[src/rtl/drdy_rd_pkg.sv]
package drdy_rd_pkg;
    localparam int WORD_W = 16;

    typedef enum logic [0:0] {
        ST_IDLE = 1'b0,
        ST_RUN  = 1'b1
    } rd_state_e;
endpackage

[src/rtl/drdy_edge_sync.sv]
module drdy_edge_sync #(
    parameter bit IDLE_LVL = 1'b1
) (
    input  logic clk,
    input  logic rst_n,
    input  logic din,
    output logic evt
);
    typedef struct packed {
        logic s1;
        logic s2;
        logic s3;
    } sync_t;

    sync_t q, d;

    always_comb begin
        d.s1 = din;
        d.s2 = q.s1;
        d.s3 = q.s2;
    end

    always_ff @(posedge clk or negedge rst_n) begin
        if (!rst_n) q <= '{s1: IDLE_LVL, s2: IDLE_LVL, s3: IDLE_LVL};
        else        q <= d;
    end

    // active edge leaves the idle level
    assign evt = (q.s3 == IDLE_LVL) && (q.s2 != IDLE_LVL);
endmodule

[src/rtl/frame_word_packer.sv]
module frame_word_packer
    import drdy_rd_pkg::*;
#(
    parameter int NWORDS   = 2,
    parameter int SAMPLE_W = 24
) (
    input  logic                clk,
    input  logic                rst_n,
    input  logic                clr,
    input  logic                shift_en,
    input  logic                bit_in,
    output logic [SAMPLE_W-1:0] sample
);
    localparam int WIDX_W = (NWORDS > 1) ? $clog2(NWORDS) : 1;
    localparam int BCNT_W = $clog2(WORD_W);

    typedef struct packed {
        logic [NWORDS-1:0][WORD_W-1:0] words;
        logic [WORD_W-1:0]             cur;
        logic [BCNT_W-1:0]             bcnt;
        logic [WIDX_W-1:0]             widx;
    } pk_t;

    pk_t q, d;
    logic [WORD_W-1:0] nxt_word;

    always_comb begin
        d        = q;
        nxt_word = {q.cur[WORD_W-2:0], bit_in};
        if (clr) begin
            d.cur  = '0;
            d.bcnt = '0;
            d.widx = '0;
        end else if (shift_en) begin
            d.cur = nxt_word;
            if (q.bcnt == BCNT_W'(WORD_W - 1)) begin
                d.words[q.widx] = nxt_word;
                d.widx          = q.widx + 1'b1;
                d.bcnt          = '0;
            end else begin
                d.bcnt = q.bcnt + 1'b1;
            end
        end
    end

    always_ff @(posedge clk or negedge rst_n) begin
        if (!rst_n) q <= '0;
        else        q <= d;
    end

    // first received word supplies the most significant bits
    for (genvar i = 0; i < SAMPLE_W; i++) begin : g_pick
        assign sample[SAMPLE_W-1-i] = q.words[i / WORD_W][WORD_W-1-(i % WORD_W)];
    end
endmodule

[src/rtl/drdy_spi_reader.sv]
module drdy_spi_reader
    import drdy_rd_pkg::*;
#(
    parameter int DIV_W       = 8,
    parameter int FRAME_WORDS = 2,
    parameter int SAMPLE_W    = 24
) (
    input  logic                clk,
    input  logic                rst_n,
    input  logic                adc_rst_req,
    input  logic [DIV_W-1:0]    half_period,
    input  logic                drdy_n,
    input  logic                miso,
    output logic                adc_rst_n,
    output logic                cs_n,
    output logic                sclk,
    output logic                mosi,
    output logic [SAMPLE_W-1:0] sample,
    output logic                sample_valid,
    output logic                overrun
);
    localparam int FRAME_BITS = WORD_W * FRAME_WORDS;
    localparam int BIT_W      = $clog2(FRAME_BITS);
    localparam logic [BIT_W-1:0] LAST_BIT = BIT_W'(FRAME_BITS - 1);

    typedef struct packed {
        rd_state_e           st;
        logic                cs_n;
        logic                sclk;
        logic [DIV_W-1:0]    cnt;
        logic [DIV_W-1:0]    half;
        logic [BIT_W-1:0]    bitn;
        logic [SAMPLE_W-1:0] sample;
        logic                valid;
        logic                ovr;
        logic                arst_n;
    } rd_regs_t;

    localparam rd_regs_t RST_VAL = '{
        st: ST_IDLE, cs_n: 1'b1, sclk: 1'b0, cnt: '0, half: DIV_W'(1),
        bitn: '0, sample: '0, valid: 1'b0, ovr: 1'b0, arst_n: 1'b0
    };

    rd_regs_t q, d;
    logic drdy_evt;
    logic pk_clr, pk_shift;
    logic [SAMPLE_W-1:0] pk_sample;
    logic [DIV_W-1:0] half_eff;

    drdy_edge_sync #(.IDLE_LVL(1'b1)) u_sync (
        .clk   (clk),
        .rst_n (rst_n),
        .din   (drdy_n),
        .evt   (drdy_evt)
    );

    frame_word_packer #(.NWORDS(FRAME_WORDS), .SAMPLE_W(SAMPLE_W)) u_pack (
        .clk      (clk),
        .rst_n    (rst_n),
        .clr      (pk_clr),
        .shift_en (pk_shift),
        .bit_in   (miso),
        .sample   (pk_sample)
    );

    always_comb begin
        d        = q;
        d.valid  = 1'b0;
        d.ovr    = 1'b0;
        d.arst_n = ~adc_rst_req;
        pk_clr   = 1'b0;
        pk_shift = 1'b0;
        half_eff = (half_period == '0) ? DIV_W'(1) : half_period;
        case (q.st)
            ST_IDLE: begin
                if (drdy_evt) begin
                    d.st   = ST_RUN;
                    d.cs_n = 1'b0;
                    d.sclk = 1'b0;
                    d.half = half_eff;
                    d.cnt  = half_eff - 1'b1;
                    d.bitn = '0;
                    pk_clr = 1'b1;
                end
            end
            ST_RUN: begin
                if (drdy_evt) d.ovr = 1'b1;
                if (q.cnt != '0) begin
                    d.cnt = q.cnt - 1'b1;
                end else if (!q.sclk) begin
                    d.sclk   = 1'b1;
                    d.cnt    = q.half - 1'b1;
                    pk_shift = 1'b1;
                end else begin
                    d.sclk = 1'b0;
                    d.cnt  = q.half - 1'b1;
                    if (q.bitn == LAST_BIT) begin
                        d.st     = ST_IDLE;
                        d.cs_n   = 1'b1;
                        d.valid  = 1'b1;
                        d.sample = pk_sample;
                    end else begin
                        d.bitn = q.bitn + 1'b1;
                    end
                end
            end
            default: d.st = ST_IDLE;
        endcase
    end

    always_ff @(posedge clk or negedge rst_n) begin
        if (!rst_n) q <= RST_VAL;
        else        q <= d;
    end

    assign adc_rst_n    = q.arst_n;
    assign cs_n         = q.cs_n;
    assign sclk         = q.sclk;
    assign mosi         = 1'b0;
    assign sample       = q.sample;
    assign sample_valid = q.valid;
    assign overrun      = q.ovr;
endmodule

[config.mk]
export PLATFORM = sky130hd
export DESIGN_NAME = drdy_spi_reader
export DESIGN_NICKNAME = d
export VERILOG_FILES = /design/src/rtl/drdy_rd_pkg.sv /design/src/rtl/drdy_edge_sync.sv /design/src/rtl/frame_word_packer.sv /design/src/rtl/drdy_spi_reader.sv
export SDC_FILE = /design/constraint.sdc
export NUM_CORES = 1
export LEC_CHECK = 0
export ABC_AREA = 1
export BUFFER_PORTS_ARGS = -buffer_cell sky130_fd_sc_hd__buf_2
export CAP_MARGIN = 20
export CORE_ASPECT_RATIO = 0.8
export CORE_MARGIN = 2
export CORE_UTILIZATION = 55
export DETAILED_ROUTE_END_ITERATION = 7
export GPL_ROUTABILITY_DRIVEN = 0
export HOLD_SLACK_MARGIN = 0.06
export PLACE_DENSITY_LB_ADDON = 0.12
export RECOVER_POWER = 25
export SYNTH_ARGS = -nofsm -noshare
export SYNTH_HDL_FRONTEND = slang
export SYNTH_SLANG_ARGS = --single-unit
[constraint.sdc]
create_clock -name clk -period 2.19 [get_ports clk]
set_input_delay 0.219 -clock clk [delete_from_list [all_inputs] [get_ports clk]]
set_output_delay 0.219 -clock clk [all_outputs]
set_load 0.01 [all_outputs]
# ---- After elaboration in Yosys (flattened, before gate mapping)
# Cells that the tools add are included.
dict set report word_totals {
  ff_bits 106
  input_bits 13
  out_inout_bits 30
}
dict set report op_classes {
  addsub 6
  n_lt_le_gt_ge 2
  n_eq_ne 7
  muxes 26
  bitwise_logic 5
  n_reduce_logical 13
}
# op count
set op_table {}
lappend op_table {{30-bit 2-to-1 mux} 2}
lappend op_table {{20-bit 2-to-1 mux} 2}
lappend op_table {{32-bit bitwise mux} 1}
lappend op_table {{25-bit 2-to-1 mux} 1}
lappend op_table {{24-bit 2-to-1 mux} 1}
lappend op_table {{8-bit by 1-bit subtractor with 8-bit output, second input constant} 3}
lappend op_table {{11-bit one-hot mux with 2 select lines} 1}
lappend op_table {{16-bit demux with 1-bit select} 1}
lappend op_table {{16-bit 2-to-1 mux} 1}
lappend op_table {{8-bit 2-to-1 mux} 2}
lappend op_table {{4-bit AND reduction} 3}
lappend op_table {{5-bit one-hot mux with 2 select lines} 1}
lappend op_table {{9-bit 2-to-1 mux} 1}
lappend op_table {{8-bit logical NOT} 1}
lappend op_table {{2-bit inequality test, second input constant} 4}
lappend op_table {{8-bit nonzero test} 1}
lappend op_table {{1-bit 2-to-1 mux} 6}
lappend op_table {{2-bit 2-to-1 mux} 3}
lappend op_table {{2-bit AND reduction} 3}
lappend op_table {{5-bit by 1-bit adder with 5-bit output, second input constant} 1}
lappend op_table {{5-bit equality test, second input constant} 1}
lappend op_table {{5-bit 2-to-1 mux} 1}
lappend op_table {{1-bit inverter} 5}
lappend op_table {{4-bit by 1-bit adder with 4-bit output, second input constant} 1}
lappend op_table {{other kinds (10)} 12}

# ---- Logic depth before layout (Yosys ltp)
dict set report logic_depth {
  word_depth 6
  depth_mapped 12
  mapped_depth_nobuf 12
}

# ---- Modules after synthesis
# A second synthesis with hierarchy kept.
dict set report unflattened {
  hier_cells 534
  hier_area_um2 4684.5
}
# mod n_inst cells_per_inst area_per_inst_um2
set by_module_without_submodules {}
lappend by_module_without_submodules {drdy_spi_reader 1 320 2618.8}
lappend by_module_without_submodules {frame_word_packer 1 209 1976.9}
lappend by_module_without_submodules {drdy_edge_sync 1 5 88.8}

# ---- Least setup slack after synthesis
# OpenSTA, ideal clock, no wires.
dict set report synth_path {
  path_kind {flip-flop to flip-flop}
  start {register q[41] in the netlist's numbering}
  end {register q[44] in the netlist's numbering}
  setup_time_ns 0.130
  t_arrival_ns 1.508
  required_time_ns 2.060
  setup_slack_ns 0.552
  stages_incl_launch_ff 11
  path_buffers 0
  period_less_slack_ns 1.638
  cell_sequence {dfrtp_1 nor2_2 nand2_2 nor2_8 a21oi_1 ha_1 inv_1 nor2_1 a21oi_1 a21oi_1 o21ai_0}
}
dict set report synth_via {
  elab_chain_len 3
}
# element line_no
set synth_rtl {}
lappend synth_rtl {{from (decl)} drdy_spi_reader.sv:44} ;# rd_regs_t q, d;
lappend synth_rtl {{from (signal assigned)} drdy_spi_reader.sv:112} ;# if (!rst_n) q <= RST_VAL;
lappend synth_rtl {{from (signal assigned)} drdy_spi_reader.sv:113} ;# else q <= d;
lappend synth_rtl {{8-bit by 1-bit subtractor with 8-bit output / 8-bit nonzero test (equally long branches)} {drdy_spi_reader.sv:89, drdy_spi_reader.sv:88}}
lappend synth_rtl {{8-bit 2-to-1 mux *} drdy_spi_reader.sv:88} ;# if (q.cnt != '0) begin
lappend synth_rtl {{11-bit one-hot mux with 2 select lines *} drdy_spi_reader.sv:74} ;# case (q.st)
# Every way passes the cells marked *; elsewhere a longest branch is shown, timed or not.
# A chain may end at the register's enable or synchronous reset.

# ---- Worst setup path after layout
# Same ends and word-level chain as after synthesis.

==> metrics.yaml <==
outcome:
  status: "completed"
floorplanning:
  die-area_um2: 8950
  die_w_um: 105
  num_io_pins: 43
  num_rows: 29
  die_h_um: 85.0
  initial_core_util_pct: 56.8
  core_um2: 7950
logic_synthesis:
  syn_avg_cell_area_um2: 8.70
  synth_top_family_by_area: "simple AND/OR/NAND/NOR gates"
  syn-num-nets: 537
  ys_top_cells_by_area: "dfrtp_1 (52%), nand2_1 (12%), inv_1 (5.5%)"
  synth_mux_area_share_pct: 0.665
  synth_seq_cells: 98
  synth_adder_area_share_pct: 1.39
  synth_area_leader_cell: "dfrtp_1"
  synth-edff-count: 0
  synth_compound_area_share_pct: 10.3
  seq_area_frac_synth_pct: 54.5
  synthArstFlopShare_pct: 100
  synth-xor-area-share_pct: 0.194
  yosys_most_used_dff: "dfrtp_1"
  synthSimpleGateAreaFrac_pct: 21.2
  ys_types: 35
  synthesis.area_um2: 4510
  syn-instance-count: 519
  ys_warn_count: 0
  netlist.area_leader.share_pct: 51.6
drt:
  ant_nets: 0
  viasPerCell: 4.99
  wl_per_cell_um: 12.7
  dr.pass1.iters: 4
  drtIter0Drc: 218
  wirelength_um: 8340
  vias: 3274
  drc_errors: 0
finish:
  diodes: 0
  fin_nets: 561
  fillers: 712
  syn_to_final_growth_pct: 8.46
  drive_above_1_share_pct: 17.3
timing:
  setup_violations: 0
  maxSlewViolCount: 0
  rsz0062_at_grt: "false"
  tns_ps: 0
  max_freq_mhz: 527
  worst_clock_skew_ps: 12.5
  max_slew_margin_pct: 29.1
  worstMarginPinSlew_ps: 1060
  finalCriticalPeriod_ps: 1900
  finalHoldViolations: 0
  fin_ws_ps: 293
  period_share_pct: 86.6
clocking:
  clockRootBuffer: "clkbuf_8"
  clock_latency_ps: 360
  cts_buffers: 9
  cts.repair.resized: 0
  cts_tree: "yes"
  cts_buffer_depth: 2
  h-tree-depth: 3
  cts_sinks: 98
  cts.clk_slew.worst_paths_ps: 90
grt:
  globalRouteOverflowTotal: 0
  grt_pass1_wl_um: 14600
  grt_max_degree: 44
  first_global_vias: 3093
  antenna_found_initial: 0
  track_usage_pct: 20.4
power:
  vdd_drop_max_v: 0.000520
  seq_power_share_pct: 53.0
  p_leak_nw: 2.65
  p_per_area_nw_per_um2: 816
  power_frac_clock_pct: 30.0
  internal-power_w: 0.00280
  p_sw_w: 0.00119
  power_w: 0.00399
  comb_power_share_pct: 17.0
  swShare_pct: 29.8
flow_run:
  maxCapViolations: 0
critical_path:
  critPathTopFamily: "compound AO/OA/AOI/OAI gates"
  start_kind: "register"
  end_kind: "register"
  slowest_stage: "dfrtp_1"
  endpoint: "q[44]$_DFFE_PN0P_"
  worstReg2RegEnd: "q[44]$_DFFE_PN0P_"
  crit_start: "q[41]$_DFFE_PN0P_"
  critPathRequiredTime_ps: 2430
  critPathKind: "register to register"
  ff2ff_setup_slack_ps: 290
  crit_cells: 10
  arrival_ps: 2140
  r2r-start: "q[41]$_DFFE_PN0P_"
  worst_r2r_path_depth: 10
  crit_top_cell: "a21oi_1"
  crit_path_cell_trace: "nor2_2, nand2_2, nor2_8, a21oi_1, ha_1, inv_1, nor2_1, a21oi_1, a21oi_1, o21ai_0"
  cp_max_fo: 10
  crit_buf_inv: 1
  crit_path_max_incr_delay_ps: 410
place:
  numPortBuffers: 41
  pre_cts_ws_ps: 360
  dp.final_hpwl_um: 5820
min_path:
  worstHoldPathType: "primary input to register"
logic make-up after synthesis:
logic type | after synthesis
buf+inv | 109
other cells | 1
mux | 2
xor+xnor | 1
simple gates | 222
flops | 98
fa+ha+maj | 5
compound gates | 81
layout make-up:
type	count	area (um^2)	share of cell area [%]
sequential	98	2460	50.2
tap	108	135	2.76
timing repair buffer	53	308	6.29
clock inverter	6	71.3	1.46
clock buffer	10	138	2.81
multi-input combinational	312	1530	31.2
inverter	69	259	5.29
per-layer routing:
layer,part of all wire [%],track usage (%),vias to the layer above
met5,0,0,-
met4,0.95,5.70,0
met3,4.7,4.15,7
met2,45,31.3,78
met1,50,29.7,1531
li1,-,-,1658
sequential cells by signal, summed over array words and instances (netlist names):
signal           flops
u_sync.q             1
q                   22
sclk                 1
u_pack.nxt_word     15
overrun              1
u_pack.sample       24
cs_n                 1
sample_valid         1
u_pack.q             5
u_sync.d             2
sample              24
adc_rst_n            1
layout by cell type (no fill, tap or decap), types with 2 or more instances in the layout:
cell type	synthesis	final
o21a_1	2	2
o21ai_0	38	38
nand4_1	2	2
inv_2	3	3
mux2_4	2	2
inv_1	66	66
nor2_1	21	21
clkbuf_1	8	2
a21oi_1	24	24
buf_4	27	6
dlygate4sd3_1	0	3
nand3_1	23	23
dfstp_2	5	4
clkinvlp_4	0	2
nor2_2	3	3
inv_6	0	2
dfrtp_1	93	93
nand2_2	6	6
nor3_1	15	15
nand2_1	146	146
o21ai_2	8	8
o21bai_1	3	3
nor2_4	2	2
ha_1	5	5
clkbuf_8	0	10
buf_2	3	40
cells in the mapped netlist, types with 5 or more instances:
library cell / n
a21oi_1: 24
buf_4: 27
clkbuf_1: 8
dfrtp_1: 93
dfstp_2: 5
ha_1: 5
inv_1: 66
nand2_1: 146
nand2_2: 6
nand3_1: 23
nor2_1: 21
nor3_1: 15
o21ai_0: 38
o21ai_2: 8
worst min-delay path by stage:
stage | start | end | slack (ps) | depth (start not counted)
final | miso | u_pack.sample[8]$_DFFE_PN0P_ | 120 | 2
after global routing | miso | u_pack.sample[8]$_DFFE_PN0P_ | 110 | 2
after CTS | miso | u_pack.nxt_word[1]$_DFFE_PN0P_ | 100 | 3
after detailed placement | rst_n | adc_rst_n$_DFF_PN0_ | 250 | 1
after global placement | rst_n | adc_rst_n$_DFF_PN0_ | 250 | 1
after floorplan | rst_n | adc_rst_n$_DFF_PN0_ | -80 | 0
power by group through the flow:
stage,logic [W],registers (W),clock network (W)
floorplan,0.000494,0.00212,0
global placement,0.000656,0.00214,0
detailed placement,0.000668,0.00215,0
CTS,0.000686,0.00212,0.00124
global route,0.000791,0.00214,0.00131
finish,0.000678,0.00212,0.00120
stage by stage:
step | area, um^2 | utilization, % | hold WS, ps | std cells
finish | 4890 | 61.6 | 124 | 656
detailed placement | 4670 | 58.7 | 248 | 637
floorplan | 4510 | - | -76.6 | 519
CTS | 4900 | 61.7 | 97.3 | 656
global placement | 4670 | 58.7 | 250 | 637
global route | 4890 | 61.6 | 111 | 656
worst register-to-register path: stages (launching register included):
cell and delay, ps:
dfrtp_1 410, nor2_2 70, nand2_2 140, nor2_8 80
a21oi_1 270, ha_1 230, inv_1 40, nor2_1 240
a21oi_1 110, a21oi_1 110, o21ai_0 80
timing repair:
action                                 in CTS  in global routing
hold buffers                                3                  0
endpoints found under the hold margin      38                  0
buffers inserted                            0                  0
Note: power is estimated with default switching activity, not from simulation.
